File: src/rtl/pit_pkg.sv
package pit_pkg;
  localparam int CNT_W  = 16;
  localparam int SEL_W  = 4;
  localparam int ADDR_W = 3;

  // control bit positions (decoded by software, so fixed)
  localparam int BIT_EN   = 0;
  localparam int BIT_RLD  = 1;
  localparam int BIT_FLAG = 2;
  localparam int BIT_IE   = 3;
  localparam int BIT_OVW  = 4;
  localparam int SEL_LO   = 8;

  typedef struct packed {
    logic             enable;
    logic [SEL_W-1:0] preSel;
    logic             restart;
    logic             loadCount;
    logic [CNT_W-1:0] loadValue;
    logic [CNT_W-1:0] reloadValue;
  } pitStrobes_t;
endpackage

File: src/rtl/pit_datapath.sv
module pit_datapath
  import pit_pkg::*;
(
  input  logic             clk,
  input  logic             rstN,
  input  pitStrobes_t      strobes,
  output logic [CNT_W-1:0] countQ,
  output logic             tcEvent
);
  localparam int PHASE_W = 1 << SEL_W;

  logic [PHASE_W-1:0] phaseQ;
  logic [PHASE_W:0]   phaseLimit;
  logic               tick;

  // half system clock, then 2^P: last phase index is 2*2^P - 1
  assign phaseLimit = ((PHASE_W+1)'(2) << strobes.preSel) - (PHASE_W+1)'(1);
  assign tick    = strobes.enable && !strobes.restart &&
                   ({1'b0, phaseQ} == phaseLimit);
  assign tcEvent = tick && (countQ == '0);

  always_ff @(posedge clk or negedge rstN) begin
    if (!rstN) begin
      phaseQ <= '0;
    end else if (strobes.restart || tick) begin
      phaseQ <= '0;
    end else if (strobes.enable) begin
      phaseQ <= phaseQ + 1'b1;
    end
  end

  always_ff @(posedge clk or negedge rstN) begin
    if (!rstN) begin
      countQ <= '1;
    end else if (strobes.loadCount) begin
      countQ <= strobes.loadValue;
    end else if (tcEvent) begin
      countQ <= strobes.reloadValue;
    end else if (tick) begin
      countQ <= countQ - 1'b1;
    end
  end

  p_reload_r3: assert property (@(posedge clk) disable iff (!rstN)
    (tcEvent && !strobes.loadCount) |=> countQ == $past(strobes.reloadValue));
  p_hold_r2: assert property (@(posedge clk) disable iff (!rstN)
    (!strobes.enable && !strobes.loadCount) |=> $stable(countQ));
  p_phase_restart_r7: assert property (@(posedge clk) disable iff (!rstN)
    strobes.restart |=> phaseQ == '0);
  p_phase_bound_r2: assert property (@(posedge clk) disable iff (!rstN)
    strobes.enable |-> {1'b0, phaseQ} <= phaseLimit);
endmodule

File: src/rtl/pit_ctrl.sv
module pit_ctrl
  import pit_pkg::*;
(
  input  logic              clk,
  input  logic              rstN,
  input  logic [ADDR_W-1:0] busAddr,
  input  logic              busWe,
  input  logic [CNT_W-1:0]  busWdata,
  input  logic              tcEvent,
  input  logic [CNT_W-1:0]  countVal,
  output pitStrobes_t       strobes,
  output logic [CNT_W-1:0]  busRdata,
  output logic              irqOut
);
  localparam logic [ADDR_W-1:0] OFS_CTRL  = ADDR_W'(0);
  localparam logic [ADDR_W-1:0] OFS_MOD   = ADDR_W'(2);
  localparam logic [ADDR_W-1:0] OFS_COUNT = ADDR_W'(4);
  localparam logic [CNT_W-1:0]  KEEP_MASK = CNT_W'(16'h0F7B);
  localparam logic [CNT_W-1:0]  QUIET_MASK = KEEP_MASK & ~(CNT_W'(1) << BIT_IE);

  logic [CNT_W-1:0] ctrlQ, modQ, ctrlNext;
  logic wrCtl, wrMod, flagNext, restart;

  assign wrCtl = busWe && (busAddr == OFS_CTRL);
  assign wrMod = busWe && (busAddr == OFS_MOD);
  assign restart = wrCtl && (((ctrlQ ^ busWdata) & QUIET_MASK) != '0);

  always_comb begin
    flagNext = ctrlQ[BIT_FLAG];
    if (wrCtl && busWdata[BIT_FLAG]) flagNext = 1'b0;
    if (wrMod)                       flagNext = 1'b0;
    if (tcEvent)                     flagNext = 1'b1;
    ctrlNext = wrCtl ? (busWdata & KEEP_MASK) : ctrlQ;
    ctrlNext[BIT_FLAG] = flagNext;
  end

  always_ff @(posedge clk or negedge rstN) begin
    if (!rstN) begin
      ctrlQ <= '0;
      modQ  <= '1;
    end else begin
      ctrlQ <= ctrlNext;
      if (wrMod) modQ <= busWdata;
    end
  end

  always_comb begin
    strobes.enable      = ctrlQ[BIT_EN];
    strobes.preSel      = ctrlQ[SEL_LO +: SEL_W];
    strobes.restart     = restart;
    strobes.loadCount   = wrMod && ctrlQ[BIT_OVW];
    strobes.loadValue   = busWdata;
    strobes.reloadValue = ctrlQ[BIT_RLD] ? modQ : '1;
  end

  always_comb begin
    case (busAddr)
      OFS_CTRL:  busRdata = ctrlQ;
      OFS_MOD:   busRdata = modQ;
      OFS_COUNT: busRdata = countVal;
      default:   busRdata = '0;
    endcase
  end

  assign irqOut = ctrlQ[BIT_FLAG] & ctrlQ[BIT_IE];

  p_flag_set_r4: assert property (@(posedge clk) disable iff (!rstN)
    tcEvent |=> ctrlQ[BIT_FLAG]);
  p_w1c_r5: assert property (@(posedge clk) disable iff (!rstN)
    (wrCtl && busWdata[BIT_FLAG] && !tcEvent) |=> !ctrlQ[BIT_FLAG]);
  p_mod_clear_r8: assert property (@(posedge clk) disable iff (!rstN)
    (wrMod && !tcEvent) |=> !ctrlQ[BIT_FLAG]);
  p_flag_sticky_r5: assert property (@(posedge clk) disable iff (!rstN)
    (ctrlQ[BIT_FLAG] && !busWe) |=> ctrlQ[BIT_FLAG]);
endmodule

File: src/rtl/pit_timer.sv
module pit_timer
  import pit_pkg::*;
(
  input  logic              clk,
  input  logic              rstN,
  input  logic [ADDR_W-1:0] busAddr,
  input  logic              busWe,
  input  logic [CNT_W-1:0]  busWdata,
  output logic [CNT_W-1:0]  busRdata,
  output logic              irqOut
);
  pitStrobes_t      strobes;
  logic [CNT_W-1:0] countVal;
  logic             tcEvent;

  pit_ctrl u_ctrl (
    .clk(clk), .rstN(rstN), .busAddr(busAddr), .busWe(busWe),
    .busWdata(busWdata), .tcEvent(tcEvent), .countVal(countVal),
    .strobes(strobes), .busRdata(busRdata), .irqOut(irqOut)
  );

  pit_datapath u_dp (
    .clk(clk), .rstN(rstN), .strobes(strobes),
    .countQ(countVal), .tcEvent(tcEvent)
  );

  // overwrite beats reload and decrement
  p_ovw_load_r11: assert property (@(posedge clk) disable iff (!rstN)
    strobes.loadCount |=> countVal == $past(busWdata));
endmodule

File: config.mk
export PLATFORM = sky130hd
export DESIGN_NAME = pit_timer
export DESIGN_NICKNAME = d
export VERILOG_FILES = /design/src/rtl/pit_pkg.sv /design/src/rtl/pit_datapath.sv /design/src/rtl/pit_ctrl.sv /design/src/rtl/pit_timer.sv
export SDC_FILE = /design/constraint.sdc
export NUM_CORES = 1
export LEC_CHECK = 0
export CORE_MARGIN = 4
export CORE_UTILIZATION = 63
export DETAILED_ROUTE_END_ITERATION = 8
export GPL_ROUTABILITY_DRIVEN = 1
export PLACE_DENSITY = 0.87
export SLEW_MARGIN = 20
export SYNTH_ARGS = -nofsm -noshare
export SYNTH_HDL_FRONTEND = slang
export SYNTH_SLANG_ARGS = --single-unit
File: constraint.sdc
create_clock -name clk -period 9.65 [get_ports clk]
set_clock_uncertainty 0.1 [all_clocks]
set_input_delay 1.93 -clock clk [delete_from_list [all_inputs] [get_ports clk]]
set_output_delay 1.93 -clock clk [all_outputs]
set_load 0.005 [all_outputs]
==> impl_metrics.py, run 1 <==
metrics = {
    "final_layout": {
        "final_common_cell": "nor2_1",
        "final_cell_mix": "71 x nor2_1, 37 x clkdlybuf4s50_1, 32 x dfstp_2, 30 x nand2_1, 27 x dfrtp_1",
        "final_layout_size_suffix_gt1_frac": 0.1731,
        "nFillCells": 455,
        "diodes": 0,
        "syn_to_final_growth_pct": 13.87,
        "nNetsFinal": 511,
    },
    "status": {
        "status": "finished clean",
    },
    "sta": {
        "tightest_slew_ps": 984.8,
        "period_share": 0.6910,
        "fmax_mhz": 150.0,
        "fin_crit_ps": 6668,
        "finalWorstSetupSlack_ps": 2982,
        "final.setup.tns_ps": 0,
        "max_slew_margin": 0.3414,
        "finalSetupViolations": 0,
        "drv_slew": 0,
        "rsz0062_at_grt": "false",
        "hold_viol_final": 0,
    },
    "yosys": {
        "async_reset_ff_frac": 1.000,
        "seq_area_frac_synth": 0.3694,
        "yosys.cell_types.count": 71,
        "ys_ff_latch": 59,
        "syn_inst": 466,
        "synth_edf_count": 0,
        "synth.avg_cell_area_um2": 8.809,
        "synth_nets": 491,
        "ys.flop_type": "dfstp_2",
        "synth_area_um2": 4105,
        "yosysWarnings": 0,
    },
    "power": {
        "cellLeakagePower_uw": 0.001823,
        "ir_worst_vdd_v": 0.0001496,
        "p_per_area_nw_per_um2": 204.2,
    },
    "global_route": {
        "grt_max_degree": 60,
        "grt_pass1_wl_um": 17810,
        "grt_antenna_before_repair": 0,
        "grtUsageTotal": 0.2911,
        "grt_pass1_vias": 3650,
        "grt-ovfl-total": 0,
    },
    "min_path": {
        "hold_end": "u_dp.countQ[1]",
        "whs_path_depth": 2,
        "hold_path.class": "reg2reg",
        "worstHoldStart": "u_dp.countQ[1]",
    },
    "place": {
        "gp_routability_congestion": 0.9049,
        "io_buffers": 38,
        "place_ws_ps": 2641,
        "place_hpwl_um": 7163,
    },
    "setup_path": {
        "crit_path_max_fanout": 16,
        "endpoint_kind": "output pin",
        "critPathRequiredTime_ps": 7620,
        "r2r-start": "u_ctrl.ctrlQ[11]",
        "r2r_slack_ps": 5320,
        "critPathLaunchType": "input pin",
        "critical_path_class": "in2out",
        "cp.arrival_ps": 4640,
        "timing.rr.end": "u_dp.countQ[2]",
        "reg2regPathDepth": 10,
    },
    "clock_tree": {
        "post_cts_buffers": 0,
        "cts_resized": 0,
        "clk_pin_slew_worst_paths_ps": 70,
        "cts_buffers": 9,
        "ctsHtreeMaxLevel": 3,
        "insertion_delay_ps": 340,
        "cts-hold-fix-buffers": 0,
        "clockBufferDepth": 2,
        "cts-root-buf": "clkbuf_8",
        "cts_tree": "built",
        "clock-sinks": 59,
    },
    "drt": {
        "wl_um": 10820,
        "ant_nets": 0,
        "first_iter_violations": 342,
        "avgViaCountPerCell": 6.739,
        "drcViolationCount": 0,
        "num_vias": 3828,
        "wire_per_inst_um": 19.06,
        "drt_first_pass_iters": 5,
    },
    "floorplan": {
        "die_x_um": 88.72,
        "dieArea_um2": 7871,
        "io-pin-count": 39,
        "num_rows": 29,
        "initial_core_util": 0.6465,
        "die_y_um": 88.72,
        "core_um2": 6350,
    },
    "job": {
        "maxCapViolCount": 0,
    },
}
-- critical path, cell delays in order --
cell and delay, ps:
clkdlybuf4s50_1 920, nor2b_2 870, a22oi_1 220, nor2_1 160
clkdlybuf4s50_1 540
-- final cells by class --
| class | instances | area (um2) | share of cell area |
|---|---|---|---|
| Multi-Input combinational cell | 362 | 2415 | 0.5166 |
| Sequential cell | 59 | 1516 | 0.3244 |
| Timing Repair Buffer | 43 | 412.9 | 0.08833 |
| Clock buffer | 10 | 137.6 | 0.02944 |
| Tap cell | 77 | 96.34 | 0.02061 |
| Clock inverter | 6 | 55.05 | 0.01178 |
| Inverter | 11 | 41.29 | 0.008833 |
-- metal layers --
layer / GRT usage / up-vias / routed length (um)
met1: 0.4150 / 1867 / 4698
met4: 0.1071 / 0 / 248
li1: - / 1717 / -
met5: 0 / - / 0
met2: 0.4487 / 211 / 4987
met3: 0.04376 / 33 / 889
-- per-stage QoR --
stage | power (uW) | cells | cell area, um2 | hold slack (ps) | util
finish | 954.5 | 568 | 4674 | 412.9 | 0.7362
global route | 1009 | 568 | 4674 | 426.7 | 0.7362
CTS | 949.6 | 568 | 4672 | 410.3 | 0.7358
detailed placement | 722.0 | 552 | 4479 | 399.6 | 0.7054
global placement | 700.5 | 552 | 4479 | 387.9 | 0.7054
floorplan | 630.2 | 466 | 4105 | 371.0 | -
-- logic make-up (layout without fill, tap and decap cells) --
| kind of cell | after synthesis | in the layout | synth area share |
|---|---|---|---|
| and+or+nand+nor | 185 | 185 | 0.2246 |
| AOI/OAI and AO/OA | 111 | 111 | 0.1963 |
| DFF | 59 | 59 | 0.3694 |
| buffers and inverters | 45 | 70 | 0.04816 |
| muxes | 35 | 35 | 0.09235 |
| xor gates and xnor gates | 27 | 27 | 0.05760 |
| adders and majority gates | 4 | 4 | 0.01158 |
-- worst max path at each step --
| stage | from | to | slack, ps | depth (start not counted) |
|---|---|---|---|---|
| after global routing | busAddr[2] | busRdata[14] | 2890 | 5 |
| after detailed placement | busAddr[2] | busRdata[14] | 2640 | 5 |
| after CTS | busAddr[2] | busRdata[14] | 2610 | 5 |
| final | busAddr[2] | busRdata[14] | 2980 | 5 |
| after floorplan | busAddr[2] | busRdata[0] | 4590 | 6 |
| after global placement | busAddr[2] | busRdata[10] | 2830 | 5 |
-- cell usage after synthesis, types with 4 or more instances --
library cell  count  share of area
nand4_1           5         0.0076
o31ai_1           7          0.013
or3_1             7          0.011
xnor2_1          16          0.034
nor2_1           71          0.065
o21bai_1          6          0.011
and3_1            9          0.014
o21ai_1           4         0.0049
nor3_1            5         0.0061
o21ai_0          13          0.016
a211o_1           4         0.0085
mux2_2           23          0.063
dfstp_2          32           0.20
mux2i_1          12          0.029
buf_2            14          0.017
a21oi_1          24          0.029
nand2b_1          9          0.014
nor4_1            6         0.0091
dfrtp_1          27           0.16
and2_1            5         0.0076
a31oi_1          10          0.015
inv_1            11          0.010
a22oi_1           6          0.011
xor2_1           11          0.023
clkbuf_1         15          0.014
nand2_1          30          0.027
nand3_1          15          0.018
o211ai_1          4         0.0073
-- sequential cells by signal, indices dropped and copies added (netlist names) --
register	cells
u_ctrl.modQ	16
u_dp.phaseQ	16
u_dp.countQ	16
u_ctrl.ctrlQ	11
-- where the power goes --
part           switching [uW]  leakage (uW)  internal, uW
combinational             151       0.00103           146
clock                     102      0.000106           124
sequential               94.2      0.000687           338
total                     347       0.00182           608
Power figures use the tool's default switching activity.
==> inputs of run 2 (changes only) <==
CORE_UTILIZATION = 58   (was 63)
PLACE_DENSITY = 0.81   (was 0.87)
clock period = 6.7 ns   (was 9.65 ns; I/O delays follow)
==> run 2 against run 1 <==
Effect of this change:
- clock power up 33%
- final cell count increased by 3.3%
- sequential share of layout area decreased by 0.052 points
- count of clock-buffer cells in the layout increased by 1
- wire length is 5.3% lower
- final area grew 0.16%
- global-route usage decreased by 3.9 points
- first-iteration DRC count down 16%
- total power is 40% higher
- largest cell class unchanged
==> impl_metrics.py, run 2 (synthesis results as in run 1) <==
metrics = {
    "status": {
        "status": "finished clean",
    },
    "drt": {
        "wl_met1_um": 4938,
        "first_iter_violations": 286,
        "avgViaCountPerCell": 6.296,
        "highest_layer": "met4",
        "wl_um": 10250,
        "ant_nets": 0,
        "drcViolationCount": 0,
        "wire_per_inst_um": 17.45,
        "num_vias": 3696,
        "wl_met2_um": 4499,
        "drt_first_pass_iters": 5,
        "wl_met3_um": 668,
    },
    "clock_tree": {
        "insertion_delay_ps": 350,
        "post_cts_buffers": 0,
        "clk_pin_slew_worst_paths_ps": 70,
        "clockBufferDepth": 2,
        "cts-hold-fix-buffers": 0,
        "cts_resized": 0,
        "ctsHtreeMaxLevel": 3,
        "cts-root-buf": "clkbuf_8",
        "clock-sinks": 59,
        "cts_tree": "built",
        "cts_buffers": 9,
    },
    "sta": {
        "rsz0062_at_grt": "false",
        "hold_viol_final": 0,
        "fin_crit_ps": 5096,
        "final.setup.tns_ps": 0,
        "finalSetupViolations": 0,
        "drv_slew": 0,
        "period_share": 0.7605,
        "fmax_mhz": 196.2,
        "max_slew_margin": 0.3655,
        "tightest_slew_ps": 949.4,
    },
    "final_layout": {
        "final_layout_size_suffix_gt1_frac": 0.1711,
        "final_common_cell": "nor2_1",
        "design_area_um2": 4682,
        "final_cells": 587,
        "largestRegisters": "u_ctrl.modQ (16), u_dp.countQ (16), u_dp.phaseQ (16)",
        "diodes": 0,
        "nNetsFinal": 511,
        "syn_to_final_growth_pct": 14.05,
        "final_cell_mix": "71 x nor2_1, 37 x clkdlybuf4s50_1, 32 x dfstp_2, 30 x nand2_1, 27 x dfrtp_1",
    },
    "place": {
        "dp.cells": 571,
        "io_buffers": 38,
        "gp_routability_congestion": 0.9054,
        "place_area_um2": 4503,
        "place_hpwl_um": 6822,
    },
    "power": {
        "ir_worst_vdd_v": 0.0002055,
        "p_per_area_nw_per_um2": 285.0,
        "power_uw": 1334,
        "cellLeakagePower_uw": 0.001812,
    },
    "global_route": {
        "grt_antenna_before_repair": 0,
        "grt-ovfl-total": 0,
        "grt_max_degree": 60,
        "grt_pass1_vias": 3394,
        "grt_pass1_wl_um": 17280,
        "grtUsageTotal": 0.2522,
    },
    "job": {
        "maxCapViolCount": 0,
    },
    "setup_path": {
        "critical_path_class": "in2out",
        "crit_path_max_fanout": 15,
        "cp_num_buf_inv": 2,
        "slowest_stage": "clkdlybuf4s50_1",
        "cpMostUsedCell": "clkdlybuf4s50_1",
        "cpPeakStageDelay_ps": 1090,
        "endpoint_kind": "output pin",
        "critPathRequiredTime_ps": 5260,
        "crit_path_cell_trace": "clkdlybuf4s50_1 -> nor2b_1 -> a22oi_1 -> nor2_1 -> clkdlybuf4s50_1",
        "cp.arrival_ps": 3660,
        "critPathTopFamily": "buffers and inverters",
        "critPathLaunchType": "input pin",
    },
    "floorplan": {
        "core_um2": 6832,
        "num_rows": 30,
        "io-pin-count": 39,
        "dieArea_um2": 8488,
        "die_y_um": 92.13,
        "die_x_um": 92.13,
        "initial_core_util": 0.6009,
    },
    "min_path": {
        "hold_path.class": "reg2reg",
    },
}
## run 2: cell count changes in the layout (fill, tap and decap cells not counted), sizes merged
cell      previous run  this run
clkbuf              10        11
clkinvlp             0         1
clkinv               5         4
bufinv               1         0
## run 2: final cells by class
class / instances / area [um2]
Multi-Input combinational cell: 362 / 2412
Fill cell: 547 / 2150
Sequential cell: 59 / 1516
Timing Repair Buffer: 43 / 412.9
Clock buffer: 11 / 151.4
Tap cell: 96 / 120.1
Inverter: 11 / 41.29
Clock inverter: 5 / 27.53
## run 2: path summary, 6_finish.rpt
| kind | start | to | slack [ps] | cells past startpoint |
|---|---|---|---|---|
| min reg2reg | u_dp.countQ[4] | u_dp.countQ[4] | 400 | 2 |
| max | busAddr[2] | busRdata[12] | 1600 | 5 |
| max reg2reg | u_ctrl.ctrlQ[11] | u_dp.countQ[2] | 2480 | 10 |
| min in group asynchronous | rstN | u_dp.phaseQ[7] | 1040 | 2 |
| max in group asynchronous | rstN | u_ctrl.ctrlQ[2] | 4950 | 2 |
| min | u_dp.countQ[4] | u_dp.countQ[4] | 400 | 2 |
## run 2: metal layers
metal | global-route usage | up-vias
li1 | - | 1725
met1 | 0.3802 | 1812
met2 | 0.3637 | 142
met3 | 0.04758 | 17
met4 | 0.07921 | 0
met5 | 0 | -
## run 2: stage by stage
| stage | util | hold slack, ps | setup slack [ps] |
|---|---|---|---|
| 4_1_cts | 0.6853 | 398.7 | 1584 |
| 2_1_floorplan | - | 371.0 | 2820 |
| 3_3_place_gp | 0.6592 | 382.0 | 1689 |
| 5_1_grt | 0.6853 | 423.8 | 1430 |
| 6_report | 0.6853 | 397.6 | 1604 |
| 3_5_place_dp | 0.6592 | 386.1 | 1588 |
## run 2: power by group
group	total [uW]	internal, uW	switching, uW
Clock	301	152	149
Combinational	406	209	198
Sequential	627	486	141
Total	1330	847	488
## run 2: worst register-to-register path, cell delays in order (launching register included)
cell,delay [ps]
dfrtp_1,690
or4_4,670
ha_1,460
or3b_1,450
a21oi_1,180
o21ai_0,160
a2111oi_4,350
nand4_1,140
buf_4,270
or4_1,500
a31oi_1,180
